===== src/rtl/snd_stat_pkg.sv =====
package snd_stat_pkg;
    typedef enum logic [1:0] {
        ACC_IDLE   = 2'd0,
        ACC_WR_FX  = 2'd1,
        ACC_RD_RET = 2'd2
    } acc_state_t;
endpackage


===== src/rtl/snd_irq_flag.sv =====
module snd_irq_flag (
    input  logic clk,
    input  logic rst_n,
    input  logic set_pulse,
    input  logic clr_req,
    output logic flag,
    output logic flag_view
);
    // set has priority over any clear in the same cycle
    always_ff @(posedge clk or negedge rst_n) begin
        if (!rst_n)          flag <= 1'b0;
        else if (set_pulse)  flag <= 1'b1;
        else if (clr_req)    flag <= 1'b0;
    end

    // value a same-cycle read observes
    assign flag_view = flag | set_pulse;

    assert_set_wins_R12: assert property (@(posedge clk) disable iff (!rst_n)
        set_pulse |=> flag);
    assert_hold_R12: assert property (@(posedge clk) disable iff (!rst_n)
        (flag && !clr_req) |=> flag);
endmodule


===== src/rtl/snd_access_fsm.sv =====
module snd_access_fsm
    import snd_stat_pkg::*;
#(
    parameter int NUM_LEN_CH = 4,
    parameter int DATA_W     = 8
) (
    input  logic                  clk,
    input  logic                  rst_n,
    input  logic                  wr_en,
    input  logic                  rd_en,
    input  logic [DATA_W-1:0]     wr_data,
    input  logic                  smp_bytes_nz,
    output logic [NUM_LEN_CH-1:0] ch_enable,
    output logic                  smp_enable,
    output logic [NUM_LEN_CH-1:0] len_clear,
    output logic                  smp_stop,
    output logic                  smp_restart,
    output logic                  rd_valid
);
    localparam int SMP_BIT = NUM_LEN_CH;
    localparam int EN_W    = NUM_LEN_CH + 1;

    acc_state_t state_q, state_d;
    logic [EN_W-1:0] en_q;
    logic            nz_cap_q;

    always_comb begin
        if (wr_en)      state_d = ACC_WR_FX;
        else if (rd_en) state_d = ACC_RD_RET;
        else            state_d = ACC_IDLE;
    end

    always_ff @(posedge clk or negedge rst_n) begin
        if (!rst_n) begin
            state_q  <= ACC_IDLE;
            en_q     <= '0;
            nz_cap_q <= 1'b0;
        end else begin
            state_q <= state_d;
            if (wr_en) begin
                en_q     <= wr_data[EN_W-1:0];
                nz_cap_q <= smp_bytes_nz;
            end
        end
    end

    always_comb begin
        len_clear   = '0;
        smp_stop    = 1'b0;
        smp_restart = 1'b0;
        rd_valid    = 1'b0;
        unique case (state_q)
            ACC_IDLE: ;
            ACC_WR_FX: begin
                len_clear   = ~en_q[NUM_LEN_CH-1:0];
                smp_stop    = ~en_q[SMP_BIT];
                smp_restart = en_q[SMP_BIT] & ~nz_cap_q;
            end
            ACC_RD_RET: rd_valid = 1'b1;
            default: ;
        endcase
    end

    assign ch_enable  = en_q[NUM_LEN_CH-1:0];
    assign smp_enable = en_q[SMP_BIT];

    assert_no_collision_R7: assert property (@(posedge clk) disable iff (!rst_n)
        !(wr_en && rd_en));
    assert_clr_after_write_R3: assert property (@(posedge clk) disable iff (!rst_n)
        (len_clear != '0) |-> $past(wr_en));
    assert_sample_excl_R5: assert property (@(posedge clk) disable iff (!rst_n)
        !(smp_stop && smp_restart));
    assert_rd_valid_R7: assert property (@(posedge clk) disable iff (!rst_n)
        rd_en |=> rd_valid);
    assert_en_stable_R2: assert property (@(posedge clk) disable iff (!rst_n)
        !wr_en |=> $stable(ch_enable));
endmodule


===== src/rtl/snd_read_capture.sv =====
module snd_read_capture #(
    parameter int NUM_LEN_CH = 4,
    parameter int DATA_W     = 8
) (
    input  logic                  clk,
    input  logic                  rst_n,
    input  logic                  rd_en,
    input  logic                  smp_view,
    input  logic                  frame_view,
    input  logic                  smp_bytes_nz,
    input  logic [NUM_LEN_CH-1:0] len_active,
    output logic [DATA_W-1:0]     rd_data
);
    localparam int NZ_BIT    = NUM_LEN_CH;
    localparam int FRAME_BIT = DATA_W - 2;
    localparam int SMPI_BIT  = DATA_W - 1;

    logic [DATA_W-1:0] word;

    always_comb begin
        word                   = '0;
        word[NUM_LEN_CH-1:0]   = len_active;
        word[NZ_BIT]           = smp_bytes_nz;
        word[FRAME_BIT]        = frame_view;
        word[SMPI_BIT]         = smp_view;
    end

    always_ff @(posedge clk or negedge rst_n) begin
        if (!rst_n)     rd_data <= '0;
        else if (rd_en) rd_data <= word;
    end

    assert_frame_seen_R10: assert property (@(posedge clk) disable iff (!rst_n)
        (rd_en && frame_view) |=> rd_data[FRAME_BIT]);
    assert_pad_zero_R7: assert property (@(posedge clk) disable iff (!rst_n)
        rd_data[DATA_W-3] == 1'b0);
endmodule


===== src/rtl/snd_status_reg.sv =====
module snd_status_reg #(
    parameter int NUM_LEN_CH = 4,
    parameter int DATA_W     = 8
) (
    input  logic                  clk,
    input  logic                  rst_n,
    input  logic                  wr_en,
    input  logic [DATA_W-1:0]     wr_data,
    input  logic                  rd_en,
    output logic [DATA_W-1:0]     rd_data,
    output logic                  rd_valid,
    input  logic [NUM_LEN_CH-1:0] len_active,
    input  logic                  smp_bytes_nz,
    input  logic                  frame_irq_set,
    input  logic                  smp_irq_set,
    output logic [NUM_LEN_CH-1:0] ch_enable,
    output logic                  smp_enable,
    output logic [NUM_LEN_CH-1:0] len_clear,
    output logic                  smp_stop,
    output logic                  smp_restart,
    output logic                  irq
);
    logic frame_flag, frame_view, smp_flag, smp_view;

    snd_access_fsm #(.NUM_LEN_CH(NUM_LEN_CH), .DATA_W(DATA_W)) u_fsm (
        .clk, .rst_n, .wr_en, .rd_en, .wr_data, .smp_bytes_nz,
        .ch_enable, .smp_enable, .len_clear, .smp_stop, .smp_restart, .rd_valid
    );

    // frame flag: cleared by a read
    snd_irq_flag u_frame (
        .clk, .rst_n, .set_pulse(frame_irq_set), .clr_req(rd_en),
        .flag(frame_flag), .flag_view(frame_view)
    );

    // sample flag: cleared by a write, untouched by reads
    snd_irq_flag u_smp (
        .clk, .rst_n, .set_pulse(smp_irq_set), .clr_req(wr_en),
        .flag(smp_flag), .flag_view(smp_view)
    );

    snd_read_capture #(.NUM_LEN_CH(NUM_LEN_CH), .DATA_W(DATA_W)) u_rd (
        .clk, .rst_n, .rd_en, .smp_view, .frame_view, .smp_bytes_nz,
        .len_active, .rd_data
    );

    assign irq = frame_flag | smp_flag;

    assert_read_keeps_smp_R9: assert property (@(posedge clk) disable iff (!rst_n)
        (smp_flag && rd_en) |=> smp_flag);
    assert_write_clears_smp_R6: assert property (@(posedge clk) disable iff (!rst_n)
        (wr_en && !smp_irq_set) |=> !smp_flag);
    assert_read_clears_frame_R8: assert property (@(posedge clk) disable iff (!rst_n)
        (rd_en && !frame_irq_set) |=> !frame_flag);
    assert_irq_from_set_R11: assert property (@(posedge clk) disable iff (!rst_n)
        (frame_irq_set || smp_irq_set) |=> irq);
endmodule


===== config.mk =====
export PLATFORM = sky130hd
export DESIGN_NAME = snd_status_reg
export DESIGN_NICKNAME = d
export VERILOG_FILES = /design/src/rtl/snd_stat_pkg.sv /design/src/rtl/snd_irq_flag.sv /design/src/rtl/snd_access_fsm.sv /design/src/rtl/snd_read_capture.sv /design/src/rtl/snd_status_reg.sv
export SDC_FILE = /design/constraint.sdc
export NUM_CORES = 1
export LEC_CHECK = 0
export ABC_CLOCK_PERIOD_IN_PS = 800
export BUFFER_PORTS_ARGS = -buffer_cell sky130_fd_sc_hd__buf_2
export CAP_MARGIN = 5
export CORE_MARGIN = 2
export CORE_UTILIZATION = 42
export DETAILED_ROUTE_END_ITERATION = 10
export HOLD_SLACK_MARGIN = 0.12
export PLACE_DENSITY = 0.78
export SYNTH_ARGS = -nofsm -noshare
export SYNTH_HDL_FRONTEND = slang
export SYNTH_SLANG_ARGS = --single-unit

===== constraint.sdc =====
create_clock -name clk -period 0.8 [get_ports clk]
set_input_delay 0.04 -clock clk [delete_from_list [all_inputs] [get_ports clk]]
set_output_delay 0.04 -clock clk [all_outputs]
set_load 0.01 [all_outputs]

==> out/qor.yml <==
outcome:
  outcome: "complete, but fails checks"
  violations: "negative setup slack"
layout:
  final_cells: 130
  antenna_cells: 0
  nNetsFinal: 133
  area_delta_synth_final_pct: 64.8
  drive_above_1_share_pct: 54.0
  layout_commonest_cell: "buf_2"
  final_cell_mix: "buf_2, dfrtp_1, dlygate4sd3_1"
logic_synthesis:
  yosys_warnings: 0
  synth_top_area_cell: "dfrtp_1"
  syn_nets: 71
  synth_area_sq_um: 728
  ys_seq_elements: 17
  ys_types: 13
  avgSynthCellArea_sq_um: 14.0
  yosysTopAreaCellShare_pct: 58.4
  synth_seq_area_share_pct: 58.4
  synth_area_leaders: "dfrtp_1, mux2_4, nor2_1, buf_6, a21o_1"
  syn_inst: 52
cts:
  cts_root_buf: "clkbuf_4"
  clock_latency_ns: 0.29
  cts_tree: "built"
  ctsHtreeMaxLevel: 1
  cts_sinks: 17
  clk_pin_slew_worst_paths_ns: 0.10
  cts_made_buffers: 3
  cts_buffer_depth: 2
global_routing:
  grt_overflow: 0
  grt_pass1_wl_microns: 2250
  grt_usage_pct: 16.0
  grt_antenna_before_repair: 0
  grt_pass1_vias: 520
  grt_max_degree: 18
placed_design:
  numPortBuffers: 35
  routabilityCongestion: 0.666
  place_inst: 103
  hpwlAfterDp_microns: 1000
  dp_slack_ns: -0.0764
drt:
  ant_nets: 0
  drtPass1Iterations: 3
  drt_iter0_drc: 12
  viasPerCell: 4.61
  dr_total_vias: 599
  postRouteWirelength_microns: 1790
  wl_per_cell_microns: 13.8
  drc: 0
setup_path:
  r2r-start: "u_fsm.en_q[1]"
  r2r_cells: 2
  cp-end-kind: "output pin"
  critPathLaunchType: "flop"
  r2r_setup_slack_ns: -0.13
  cp_max_fo: 6
  crit_required_ns: 0.76
  arrival_ns: 1.14
  r2r_end: "u_fsm.en_q[1]"
  worst-setup-path-type: "flop to output pin"
hold_path:
  hp-start: "rd_en"
  holdPathEnd: "u_rd.rd_data[2]"
  hp-class: "input pin to flop"
  hold_depth: 2
sta:
  tns_ns: -3.93
  holdWs_ns: 0.124
  post-route-period-util_pct: 148
  hold_violations: 0
  period_minus_slack_ns: 1.18
  rsz0062_at_grt: "yes"
  fin_skew_ns: 0.0000276
  finalMaxSlewViolations: 0
  setup_viol: 24
  fmax_ghz: 0.845
  fin_ws_ns: -0.383
floorplanning:
  io_pins: 40
  rows: 15
  dieArea_sq_um: 2080
  die_h_microns: 45.6
  coreArea_sq_um: 1670
  initial_core_util_pct: 43.6
  fp.dieW_microns: 45.6
power:
  power_leakage_uw: 0.000633
  irDropWorstVdd_uv: 781
  powerDensity_nw_per_um2: 1620
  p_total_uw: 1950
run:
  drv_cap: 0
## synthesized netlist by cell type
cell type and instances:
buf_4 1, nor2b_1 1, nor3b_1 1, or2_2 1, dfrtp_1 17, a21o_1 2
nor2_1 10, a21oi_1 2, buf_6 2, conb_1 1, inv_1 2, nand2b_4 1
mux2_4 11
## per-stage QoR
stage / area, sq um / utilization, %
floorplan: 733 / -
global placement: 915 / 54.8
detailed placement: 915 / 54.8
CTS: 1150 / 69.0
global route: 1200 / 71.8
finish: 1200 / 71.8
## layout make-up
class / instances / area [sq um]
fill: 109 / 470
inverter: 2 / 7.51
sequential: 17 / 425
tap: 17 / 21.3
timing repair buffer: 60 / 444
clock buffer: 4 / 26.3
multi-input combinational: 30 / 275
## report_power, final
part	switching (uW)	internal, uW
clock network	265	194
registers	56.5	934
logic	187	311
## layer usage
layer	GRT usage [%]	routed length, microns	up-vias
li1	-	-	288
met1	17.2	733	282
met2	28.2	906	27
met3	2.78	126	2
met4	10.6	25	0
met5	0	0	-
## how the worst max path moves through the flow
stage	startpoint	end	slack, ns	cells past startpoint
floorplan	u_fsm.en_q[4]	u_fsm.en_q[4]	0.001	1
global placement	u_fsm.state_q[1]	smp_restart	-0.04	3
detailed placement	u_fsm.state_q[1]	smp_restart	-0.08	3
CTS	u_fsm.state_q[1]	smp_restart	-0.39	3
global route	u_fsm.state_q[1]	smp_restart	-0.45	3
finish	u_fsm.state_q[1]	smp_restart	-0.38	3
## what timing repair did
item	4_1_cts	5_1_grt
pin swaps	2	1
buffers inserted	4	2
hold buffers	17	0
endpoints found under the setup margin	21	29
endpoints found under the hold margin	34	0
gates resized for setup	3	8
## logic make-up (layout without fill, tap and decap cells)
kind of cell | Yosys count | count (layout) | synth area share [%]
muxes | 11 | 11 | 22.7
AOI/OAI and AO/OA | 4 | 4 | 3.44
DFF | 17 | 17 | 58.4
and+or+nand+nor | 14 | 14 | 9.80
other | 1 | 1 | 0.515
buffers and inverters | 5 | 66 | 5.16
## worst max-delay path, cell delays in order, from the launching register on
cell and delay [ns]:
dfrtp_1 0.39, nand2b_4 0.17, nor3b_2 0.15, buf_2 0.15
## state kept, by name (all words and copies together) (netlist names)
name and flops:
u_rd.rd_data 7, u_smp.flag 1, u_fsm.nz_cap_q 1, u_frame.flag 1, u_fsm.state_q 2, u_fsm.en_q 5
(Power assumes the default switching activity.)
